File: config.mk
export PLATFORM = sky130hd
export DESIGN_NAME = rdo_chain_seq
export DESIGN_NICKNAME = d
export VERILOG_FILES = /design/src/rtl/rdo_seq_pkg.sv /design/src/rtl/rdo_seq_ctrl.sv /design/src/rtl/rdo_seq_datapath.sv /design/src/rtl/rdo_chain_seq.sv
export SDC_FILE = /design/constraint.sdc
export NUM_CORES = 1
export LEC_CHECK = 0
export BUFFER_PORTS_ARGS = -buffer_cell sky130_fd_sc_hd__buf_2
export CAP_MARGIN = 30
export CELL_PAD_IN_SITES_DETAIL_PLACEMENT = 1
export CELL_PAD_IN_SITES_GLOBAL_PLACEMENT = 1
export CORE_MARGIN = 1.5
export CORE_UTILIZATION = 30
export DETAILED_ROUTE_END_ITERATION = 7
export PLACE_DENSITY_LB_ADDON = 0.1
export SYNTH_ARGS = -nofsm -noshare
export SYNTH_HDL_FRONTEND = slang
export SYNTH_SLANG_ARGS = --single-unit
File: constraint.sdc
create_clock -name clk -period 5.15 [get_ports clk]
set_clock_uncertainty 0.05 [all_clocks]
set_input_delay 0.515 -clock clk [delete_from_list [all_inputs] [get_ports clk]]
set_output_delay 0.515 -clock clk [all_outputs]
set_load 0.005 [all_outputs]
File: src/rtl/rdo_seq_pkg.sv
package rdo_seq_pkg;
  // Strobes from the sequencer control to the serializer datapath.
  typedef struct packed {
    logic load;    // capture rdData into the shifter
    logic shift;   // advance the shifter by one bit
    logic active;  // a frame bit is on the line this cycle
  } rdo_strobe_t;
endpackage

File: src/rtl/rdo_seq_ctrl.sv
module rdo_seq_ctrl
  import rdo_seq_pkg::*;
#(
  parameter int FRAME_W = 16,
  parameter int DEPTH   = 128,
  localparam int ADDR_W = $clog2(DEPTH),
  localparam int CNT_W  = ADDR_W + 1,
  localparam int BIT_W  = (FRAME_W > 1) ? $clog2(FRAME_W) : 1
) (
  input  logic              clk,
  input  logic              rstN,
  input  logic              startTok,
  input  logic              startBypassIn,
  input  logic              cfgPrevDead,
  input  logic              cfgNextDead,
  input  logic              cfgSelfBypass,
  input  logic [CNT_W-1:0]  frameCnt,
  output logic [ADDR_W-1:0] rdAddr,
  output rdo_strobe_t       strb,
  output logic              endTok,
  output logic              endBypassOut,
  output logic              chipSat
);
  typedef enum logic [1:0] {S_IDLE, S_LOAD, S_SHIFT} seqState_t;

  seqState_t        state;
  logic             startPrev;
  logic             endPulse;
  logic [CNT_W-1:0] addr;
  logic [CNT_W-1:0] cntLat;
  logic [BIT_W-1:0] bitCnt;

  logic             startSel;
  logic             startRise;
  logic [CNT_W-1:0] cntEff;
  logic             lastBit;
  logic             lastFrame;

  assign startSel  = cfgPrevDead ? startBypassIn : startTok;
  assign startRise = startSel & ~startPrev;
  assign cntEff    = (frameCnt > CNT_W'(DEPTH)) ? CNT_W'(DEPTH) : frameCnt;
  assign chipSat   = (frameCnt >= CNT_W'(DEPTH));
  assign lastBit   = (state == S_SHIFT) && (bitCnt == '0);
  assign lastFrame = (addr == cntLat);

  always_ff @(posedge clk) begin
    if (!rstN) begin
      state     <= S_IDLE;
      startPrev <= 1'b0;
      endPulse  <= 1'b0;
      addr      <= '0;
      cntLat    <= '0;
      bitCnt    <= '0;
    end else begin
      startPrev <= startSel;
      endPulse  <= 1'b0;
      case (state)
        S_IDLE: begin
          if (startRise && !cfgSelfBypass) begin
            cntLat <= cntEff;
            if (cntEff <= CNT_W'(1)) begin
              endPulse <= 1'b1;
            end else begin
              addr  <= CNT_W'(1);
              state <= S_LOAD;
            end
          end
        end
        S_LOAD: begin
          addr   <= addr + CNT_W'(1);
          bitCnt <= BIT_W'(FRAME_W - 1);
          state  <= S_SHIFT;
        end
        S_SHIFT: begin
          if (bitCnt == '0) begin
            if (lastFrame) begin
              state    <= S_IDLE;
              endPulse <= 1'b1;
            end else begin
              addr   <= addr + CNT_W'(1);
              bitCnt <= BIT_W'(FRAME_W - 1);
            end
          end else begin
            bitCnt <= bitCnt - BIT_W'(1);
          end
        end
        default: state <= S_IDLE;
      endcase
    end
  end

  assign rdAddr      = addr[ADDR_W-1:0];
  assign strb.load   = (state == S_LOAD) || (lastBit && !lastFrame);
  assign strb.shift  = (state == S_SHIFT) && !strb.load;
  assign strb.active = (state == S_SHIFT);

  assign endTok       = endPulse & ~cfgNextDead;
  assign endBypassOut = endPulse & cfgNextDead;

  // end token lasts one cycle and never overlaps a sent bit
  assert_end_one_cycle_R4: assert property (@(posedge clk) disable iff (!rstN)
    endPulse |=> !endPulse);
  assert_no_tx_with_end_R4: assert property (@(posedge clk) disable iff (!rstN)
    !(endPulse && strb.active));
  // slot 0 is never fetched, nor anything past the latched count
  assert_load_range_R2: assert property (@(posedge clk) disable iff (!rstN)
    strb.load |-> (addr >= CNT_W'(1)) && (addr < cntLat));
  // latched count never exceeds the depth
  assert_cnt_clamp_R10: assert property (@(posedge clk) disable iff (!rstN)
    cntLat <= CNT_W'(DEPTH));
  // a self-bypassed idle chip stays idle
  assert_bypass_quiet_R7: assert property (@(posedge clk) disable iff (!rstN)
    (cfgSelfBypass && state == S_IDLE) |=> state == S_IDLE);
endmodule

File: src/rtl/rdo_seq_datapath.sv
module rdo_seq_datapath
  import rdo_seq_pkg::*;
#(
  parameter int FRAME_W = 16
) (
  input  logic               clk,
  input  logic               rstN,
  input  rdo_strobe_t        strb,
  input  logic [FRAME_W-1:0] rdData,
  input  logic               cfgDataOff,
  input  logic               cfgTxOff,
  output logic               dataOut,
  output logic               dataOe,
  output logic               txOn,
  output logic               txOnOe
);
  logic [FRAME_W-1:0] shReg;

  always_ff @(posedge clk) begin
    if (!rstN) begin
      shReg <= '0;
    end else if (strb.load) begin
      shReg <= rdData;
    end else if (strb.shift) begin
      shReg <= shReg << 1;
    end
  end

  assign txOn    = strb.active;
  assign dataOut = strb.active & shReg[FRAME_W-1];
  assign dataOe  = strb.active & ~cfgDataOff;
  assign txOnOe  = strb.active & ~cfgTxOff;

  // the shifter only moves while bits are on the line
  assert_shift_when_active_R8: assert property (@(posedge clk) disable iff (!rstN)
    strb.shift |-> strb.active);
endmodule

File: src/rtl/rdo_chain_seq.sv
module rdo_chain_seq
  import rdo_seq_pkg::*;
#(
  parameter int FRAME_W = 16,
  parameter int DEPTH   = 128,
  localparam int ADDR_W = $clog2(DEPTH),
  localparam int CNT_W  = ADDR_W + 1
) (
  input  logic               clk,
  input  logic               rstN,
  input  logic               startTok,
  input  logic               startBypassIn,
  input  logic               cfgPrevDead,
  input  logic               cfgNextDead,
  input  logic               cfgSelfBypass,
  input  logic               cfgDataOff,
  input  logic               cfgTxOff,
  input  logic [CNT_W-1:0]   frameCnt,
  output logic [ADDR_W-1:0]  rdAddr,
  input  logic [FRAME_W-1:0] rdData,
  output logic               dataOut,
  output logic               dataOe,
  output logic               txOn,
  output logic               txOnOe,
  output logic               endTok,
  output logic               endBypassOut,
  output logic               chipSat
);
  rdo_strobe_t strb;

  rdo_seq_ctrl #(.FRAME_W(FRAME_W), .DEPTH(DEPTH)) ctrl_i (
    .clk(clk), .rstN(rstN), .startTok(startTok), .startBypassIn(startBypassIn),
    .cfgPrevDead(cfgPrevDead), .cfgNextDead(cfgNextDead),
    .cfgSelfBypass(cfgSelfBypass), .frameCnt(frameCnt), .rdAddr(rdAddr),
    .strb(strb), .endTok(endTok), .endBypassOut(endBypassOut), .chipSat(chipSat)
  );

  rdo_seq_datapath #(.FRAME_W(FRAME_W)) dp_i (
    .clk(clk), .rstN(rstN), .strb(strb), .rdData(rdData),
    .cfgDataOff(cfgDataOff), .cfgTxOff(cfgTxOff), .dataOut(dataOut),
    .dataOe(dataOe), .txOn(txOn), .txOnOe(txOnOe)
  );
endmodule

# After elaboration in Yosys (flattened, before gate mapping)
# Cells that the tools add are included.
[op_classes] addsub=2 n_eq_ne=9 mux=22 magnitude_cmp=3 bitwise_logic=10 n_reduce_logical=17
[op_table] operator="8-bit two-way mux" n=5
[op_table] operator="16-bit two-way mux" n=2
[op_table] operator="8-bit one-hot mux with 3 select lines" n=1
[op_table] operator="8-bit by 1-bit adder with 8-bit output (second input constant)" n=1
[op_table] operator="8-bit equality test" n=1
[op_table] operator="8-bit >= comparator (second input constant)" n=1
[op_table] operator="8-bit > comparator (second input constant)" n=1
[op_table] operator="8-bit by 1-bit <= comparator with 1-bit output (second input constant)" n=1
[op_table] operator="2-bit two-way mux" n=4
[op_table] operator="4-bit two-way mux" n=2
[op_table] operator="4-bit one-hot mux with 2 select lines" n=1
[op_table] operator="1-bit bitwise AND" n=6
[op_table] operator="2-bit by 1-bit != test with 1-bit output (second input constant)" n=3
[op_table] operator="2-bit one-hot mux with 3 select lines" n=1
[op_table] operator="1-bit two-way mux" n=5
[op_table] operator="5-bit AND reduction" n=1
[op_table] operator="1-bit logical AND" n=4
[op_table] operator="4-bit logical NOT" n=1
[op_table] operator="2-bit != test (second input constant)" n=2
[op_table] operator="1-bit inverter" n=4
[op_table] operator="2-bit AND reduction" n=2
[op_table] operator="4-bit AND reduction" n=1
[op_table] operator="2-bit nonzero test" n=2
[op_table] operator="4-bit by 1-bit subtractor with 4-bit output (second input constant)" n=1
[op_table] operator="other kinds (8)" n=10
[word_totals] reg_bits=40 in_bits=33 output_inout_bits=14 elab_cells=70

# Logic depth before layout (Yosys ltp)
[logic_depth] depth_word=8 depth_mapped=8 ltp_nobuf=6

# Modules after synthesis
# From an unflattened synthesis, not the netlist that was laid out.
[hier_totals] cells_unflattened=234 area_unflattened_um2=2260.9
[modules_own_cells] mod="rdo_seq_ctrl" n_inst=1 cells_each=160 area_each_um2=1392.6 seq_area_each_um2=480.5
[modules_own_cells] mod="rdo_seq_datapath" n_inst=1 cells_each=74 area_each_um2=868.3 seq_area_each_um2=320.3

# Worst setup path after synthesis
# OpenSTA, ideal clock, no wires.
[synth_path] path_type="in2reg" from="input cfgPrevDead" to="register ctrl_i.addr[4]" path_buffers=1 setup_ns=0.133 stages=6 arrival_ns=1.989 setup_slack_ns=2.978 cell_sequence="mux2i_1 > or3_1 > a2111oi_4 > and2_1 > buf_2 > o221ai_1"
[synth_between] elab_chain_cells=5
[synth_rtl] item="start: declaration" line="rdo_chain_seq.sv:13" text="input logic cfgPrevDead,"
[synth_rtl] item="1-bit two-way mux" line="rdo_seq_ctrl.sv:39" text="assign startSel = cfgPrevDead ? startBypassIn : startTok;"
[synth_rtl] item="1-bit bitwise AND" line="rdo_seq_ctrl.sv:40" text="assign startRise = startSel & ~startPrev;"
[synth_rtl] item="1-bit logical AND" line="rdo_seq_ctrl.sv:59" text="if (startRise && !cfgSelfBypass) begin"
[synth_rtl] item="2-bit by 1-bit != test with 1-bit output (no source line)"
[synth_rtl] item="5-bit AND reduction (no source line)"
[synth_rtl] item="end signal: assignment" line="rdo_seq_ctrl.sv:70" text="addr <= addr + CNT_W'(1);"
[synth_rtl] item="end signal: assignment" line="rdo_seq_ctrl.sv:80" text="addr <= addr + CNT_W'(1);"
[synth_rtl] item="end: declaration" line="rdo_seq_ctrl.sv:29" text="logic [CNT_W-1:0] addr;"
# Every way passes these cells.
# A chain may end at the register's enable or synchronous reset.

# Final worst setup path
[layout_path] from="register ctrl_i.state[0]" to="register dp_i.shReg[1]"
[layout_between] elab_chain_cells=7 elab_cells_between_ends=9
[layout_rtl] item="start: declaration" line="rdo_seq_ctrl.sv:26" text="seqState_t state;"
[layout_rtl] item="start signal: assignment" line="rdo_seq_ctrl.sv:48" text="state <= S_IDLE;"
[layout_rtl] item="start signal: assignment" line="rdo_seq_ctrl.sv:65" text="state <= S_LOAD;"
[layout_rtl] item="start signal: assignment" line="rdo_seq_ctrl.sv:72" text="state <= S_SHIFT;"
[layout_rtl] item="2-bit equality test" line="rdo_seq_ctrl.sv:43, rdo_seq_ctrl.sv:94"
[layout_rtl] item="1-bit logical AND" line="rdo_seq_ctrl.sv:43" text="assign lastBit = (state == S_SHIFT) && (bitCnt == '0);"
[layout_rtl] item="1-bit logical AND" line="rdo_seq_ctrl.sv:93" text="assign strb.load = (state == S_LOAD) || (lastBit && !lastFrame);"
[layout_rtl] item="1-bit logical OR" line="rdo_seq_ctrl.sv:93"
[layout_rtl] item="1-bit logical NOT" line="rdo_seq_ctrl.sv:94" text="assign strb.shift = (state == S_SHIFT) && !strb.load;"
[layout_rtl] item="1-bit logical AND" line="rdo_seq_ctrl.sv:94"
[layout_rtl] item="2-bit nonzero test (no source line)"
[layout_rtl] item="end signal: assignment" line="rdo_seq_datapath.sv:23" text="shReg <= rdData;"
[layout_rtl] item="end signal: assignment" line="rdo_seq_datapath.sv:25" text="shReg <= shReg << 1;"
[layout_rtl] item="end: declaration" line="rdo_seq_datapath.sv:17" text="logic [FRAME_W-1:0] shReg;"
# Several ways; a longest one is shown, not always the timed one.

==> metrics.txt <==
# TYPE chip_impl_metric gauge
chip_impl_metric{name="synth_enable_flop_cells",unit=""} 0
chip_impl_metric{name="synth.net_count",unit=""} 306
chip_impl_metric{name="yosys_warnings",unit=""} 0
chip_impl_metric{name="grt_antenna_before_repair",unit=""} 0
chip_impl_metric{name="drive_gt1_share",unit="%"} 21.2
chip_impl_metric{name="synthArstFlopShare",unit="%"} 0
chip_impl_metric{name="route.detailed.vias_per_inst",unit=""} 5.18
chip_impl_metric{name="first_pass_iters",unit=""} 4
chip_impl_metric{name="final_cells",unit=""} 391
chip_impl_metric{name="clock.fmax",unit="MHz"} 384
chip_impl_metric{name="via_count",unit=""} 2026
chip_impl_metric{name="post_synthesis_share_of_cell_area_spent_on_full_adders_half_adders_and_majority_gates",unit="%"} 3.88
chip_impl_metric{name="die_w",unit="microns"} 89.7
chip_impl_info{name="worst-setup-path-type",value="flop to flop"} 1
chip_impl_metric{name="num_io_pins",unit=""} 47
chip_impl_metric{name="cp.arrival",unit="ns"} 2.71
chip_impl_metric{name="dpl_worst_slack",unit="ns"} 2.52
chip_impl_metric{name="tritoncts_num_sinks",unit=""} 40
chip_impl_metric{name="power_density",unit="nW/um^2"} 436
chip_impl_metric{name="worst-endpoint-required",unit="ns"} 5.25
chip_impl_metric{name="drt_first_iter_violations",unit=""} 55
chip_impl_metric{name="transition_time_of_the_tightest_slew_check_pin",unit="ns"} 0.754
chip_impl_metric{name="final_critical_path_setup_slack",unit="ns"} 2.55
chip_impl_info{name="result_of_the_run",value="complete, no violations"} 1
chip_impl_metric{name="cts_setup_buffers",unit=""} 0
chip_impl_metric{name="initial_utilization",unit="%"} 31.1
chip_impl_metric{name="total_routing_usage_reported_by_global_routing",unit="%"} 15.3
chip_impl_info{name="crit_path_start_kind",value="flop"} 1
chip_impl_metric{name="detail_route.wirelength",unit="microns"} 5810
chip_impl_metric{name="synth-simple-area-share",unit="%"} 24.3
chip_impl_metric{name="power_leakage",unit="uW"} 0.00109
chip_impl_metric{name="crit_path_max_fanout",unit=""} 17
chip_impl_metric{name="grt_start_max_net_pins",unit=""} 42
chip_impl_info{name="timing.critical_path.slowest_stage_cell",value="sky130_fd_sc_hd__a21boi_2"} 1
chip_impl_metric{name="synthesis.instances",unit=""} 266
chip_impl_metric{name="core",unit="sq um"} 7250
chip_impl_metric{name="final_max_slew_viol_count",unit=""} 0
chip_impl_metric{name="worst_path_largest_cell_delay",unit="ns"} 0.60
chip_impl_metric{name="antenna-diode-count",unit=""} 0
chip_impl_metric{name="cp.buffers_inverters",unit=""} 1
chip_impl_metric{name="min_period_over_period",unit="%"} 50.5
chip_impl_info{name="hold_path.class",value="input port to flop"} 1
chip_impl_info{name="dominantRegCellSynth",value="sky130_fd_sc_hd__dfxtp_1"} 1
chip_impl_info{name="clockRootBuffer",value="sky130_fd_sc_hd__clkbuf_8"} 1
chip_impl_info{name="timing.critical_path.cells",value="inv_1 -> ha_1 -> and3_1 -> a21boi_2 -> or2_1 -> a311oi_1"} 1
chip_impl_metric{name="hpwl",unit="microns"} 3990
chip_impl_info{name="grt_setup_unrepaired",value="no"} 1
chip_impl_metric{name="final_antenna_net_count",unit=""} 0
chip_impl_metric{name="synth.mux.area_fraction",unit="%"} 0.888
chip_impl_metric{name="die_height",unit="microns"} 89.7
chip_impl_metric{name="synth-seq-area-share",unit="%"} 35.5
chip_impl_metric{name="syn-cell-area",unit="sq um"} 2250
chip_impl_metric{name="worstSkewPairLatency",unit="ns"} 0.30
chip_impl_info{name="synth_top_family_by_area",value="simple AND/OR/NAND/NOR gates"} 1
chip_impl_metric{name="syn_avg_cell_area",unit="sq um"} 8.48
chip_impl_metric{name="final_util",unit="%"} 35.4
chip_impl_metric{name="period_minus_slack",unit="ns"} 2.60
chip_impl_metric{name="row_count",unit=""} 31
chip_impl_metric{name="io_buffers",unit=""} 46
chip_impl_metric{name="postCtsHoldBufs",unit=""} 0
chip_impl_metric{name="final_layout_setup_total_negative_slack",unit="ns"} 0
chip_impl_metric{name="clk_path_buf_depth",unit=""} 2
chip_impl_metric{name="signed_area_change_from_the_synthesized_netlist_to_the_final_layout",unit="%"} 13.8
chip_impl_metric{name="cts_resized",unit=""} 0
chip_impl_metric{name="worst_ir_drop_vdd",unit="mV"} 0.192
chip_impl_metric{name="number_of_filler_cells_placed_in_the_layout",unit=""} 891
chip_impl_metric{name="grt_pass1_vias",unit=""} 1964
chip_impl_metric{name="gp_congestion",unit=""} 0.733
chip_impl_metric{name="dp.cells",unit=""} 383
chip_impl_info{name="critical_path.top_delay_family",value="simple AND/OR/NAND/NOR gates"} 1
chip_impl_metric{name="max_slew_margin",unit="%"} 49.3
chip_impl_metric{name="routedWlPerCell",unit="microns"} 14.9
chip_impl_metric{name="global_route.overflow_total",unit=""} 0
chip_impl_metric{name="cts_max_level",unit=""} 2
chip_impl_metric{name="compound_cell_area_share_of_the_yosys_netlist",unit="%"} 22.4
chip_impl_metric{name="tritoncts_buffer_count",unit=""} 5
chip_impl_metric{name="synth_cell_type_count",unit=""} 47
chip_impl_info{name="cts_tree",value="built"} 1
chip_impl_metric{name="hold_ws",unit="ns"} 0.411
chip_impl_metric{name="die_area",unit="sq um"} 8040
chip_impl_metric{name="drc_errors",unit=""} 0
chip_impl_metric{name="synth_xor_area_share",unit="%"} 3.11
chip_impl_metric{name="finalHoldViolations",unit=""} 0
chip_impl_metric{name="nets",unit=""} 331
chip_impl_metric{name="clk_pin_slew",unit="ns"} 0.09
chip_impl_metric{name="grt_pass1_wl",unit="microns"} 9540
chip_impl_metric{name="timing.max_cap.violations",unit=""} 0
chip_impl_info{name="worstSetupEndpointType",value="flop"} 1
chip_impl_metric{name="ys_seq_elements",unit=""} 40
chip_impl_metric{name="setup_viol",unit=""} 0
==> worst paths after layout <==
check	start	slack (ns)	endpoint	cells past startpoint
setup / recovery	ctrl_i.state[0]	2.55	dp_i.shReg[1]	6
hold / removal	rdData[6]	0.41	dp_i.shReg[6]	3
setup reg to reg	ctrl_i.state[0]	2.55	dp_i.shReg[1]	6
hold reg to reg	dp_i.shReg[0]	0.41	dp_i.shReg[0]	2
==> metal layers <==
| metal | global-route usage, % | wire [microns] |
|---|---|---|
| met1 | 21.4 | 3010 |
| met2 | 23.5 | 2500 |
| met3 | 3.29 | 222 |
| met4 | 4.62 | 70 |
| met5 | 0 | 0 |
==> cell usage after synthesis, types with 2 or more instances <==
cell type	instances	share of area (%)
sky130_fd_sc_hd__dfxtp_1	40	36
sky130_fd_sc_hd__inv_1	21	3.5
sky130_fd_sc_hd__clkbuf_1	18	3.0
sky130_fd_sc_hd__a311oi_1	17	6.6
sky130_fd_sc_hd__nor4_1	17	4.7
sky130_fd_sc_hd__o21ai_0	17	3.8
sky130_fd_sc_hd__nor2_1	15	2.5
sky130_fd_sc_hd__nand3_1	13	2.9
sky130_fd_sc_hd__a21oi_1	11	2.4
sky130_fd_sc_hd__nand2_1	10	1.7
sky130_fd_sc_hd__xor2_1	8	3.1
sky130_fd_sc_hd__buf_4	7	2.3
sky130_fd_sc_hd__ha_1	7	3.9
sky130_fd_sc_hd__and3_1	6	1.7
sky130_fd_sc_hd__a22oi_1	4	1.3
sky130_fd_sc_hd__nor3b_1	4	1.3
sky130_fd_sc_hd__nor4b_1	4	1.6
sky130_fd_sc_hd__o221ai_1	4	1.6
sky130_fd_sc_hd__and2_1	3	0.83
sky130_fd_sc_hd__nand4_1	3	0.83
sky130_fd_sc_hd__nor2b_1	3	0.83
sky130_fd_sc_hd__a211o_1	2	0.78
sky130_fd_sc_hd__a21bo_2	2	0.89
sky130_fd_sc_hd__a21boi_0	2	0.67
sky130_fd_sc_hd__buf_2	2	0.44
sky130_fd_sc_hd__mux2i_1	2	0.89
sky130_fd_sc_hd__nor3_1	2	0.44
sky130_fd_sc_hd__nor4_4	2	1.9
sky130_fd_sc_hd__o211ai_1	2	0.67
==> tightest hold or removal path, delay by kind of cell <==
kind,cells,cell delay [ns]
buf+inv,2,0.13
compound gates,1,0.07
==> layout by cell type, fill, tap and decap left out, drive strengths merged, types with 2 or more instances in the layout <==
| master | netlist | routed |
|---|---|---|
| nor3b | 4 | 4 |
| a21bo | 2 | 2 |
| nand4 | 3 | 3 |
| nor2b | 3 | 3 |
| a22oi | 4 | 4 |
| clkbuf | 18 | 7 |
| mux2i | 2 | 2 |
| xor2 | 8 | 8 |
| nand3 | 13 | 13 |
| o221ai | 4 | 4 |
| a21boi | 3 | 3 |
| nor4 | 19 | 19 |
| nor3 | 2 | 2 |
| nor2 | 15 | 15 |
| inv | 21 | 21 |
| a311oi | 17 | 17 |
| o211ai | 2 | 2 |
| a21oi | 11 | 11 |
| nor4b | 4 | 4 |
| o21ai | 17 | 17 |
| dfxtp | 40 | 40 |
| ha | 7 | 7 |
| and3 | 6 | 6 |
| nand2 | 10 | 10 |
| buf | 11 | 47 |
| and2 | 3 | 3 |
| a211o | 2 | 2 |
==> flip-flops by register name (all words and copies together), names as in the netlist <==
name	cells
ctrl_i.endPulse	1
ctrl_i.cntLat	8
dp_i.shReg	16
ctrl_i.bitCnt	4
ctrl_i.startPrev	1
ctrl_i.addr	8
ctrl_i.state	2
==> stage by stage <==
step / area, sq um / total power (uW)
2_1_floorplan: 2250 / 800
3_3_place_gp: 2470 / 904
3_5_place_dp: 2470 / 905
4_1_cts: 2560 / 1130
5_1_grt: 2560 / 1210
6_report: 2560 / 1120
==> power breakdown <==
group	leakage [uW]	internal, uW	switching [uW]	total (uW)
clock network	0.0000445	109	116	225
logic	0.000722	167	287	454
registers	0.000327	386	53.1	439
total	0.00109	661	456	1120
==> kinds of logic after synthesis <==
family / Yosys count
AO/OA/AOI/OAI: 68
flip-flops: 40
multiplexers: 2
buffers and inverters: 50
XOR/XNOR: 8
AND/OR/NAND/NOR: 91
adder cells (fa/ha/maj): 7
==> final cells by class <==
type	instances	area, sq um	share of cell area [%]
Inverter	21	78.8	3.07
Clock inverter	1	7.51	0.293
Timing Repair Buffer	47	238	9.27
Clock buffer	7	86.3	3.37
Sequential cell	40	801	31.2
Multi-Input combinational cell	176	1230	48.0
Tap cell	99	124	4.83
Note: power is estimated with default switching activity, not from simulation.
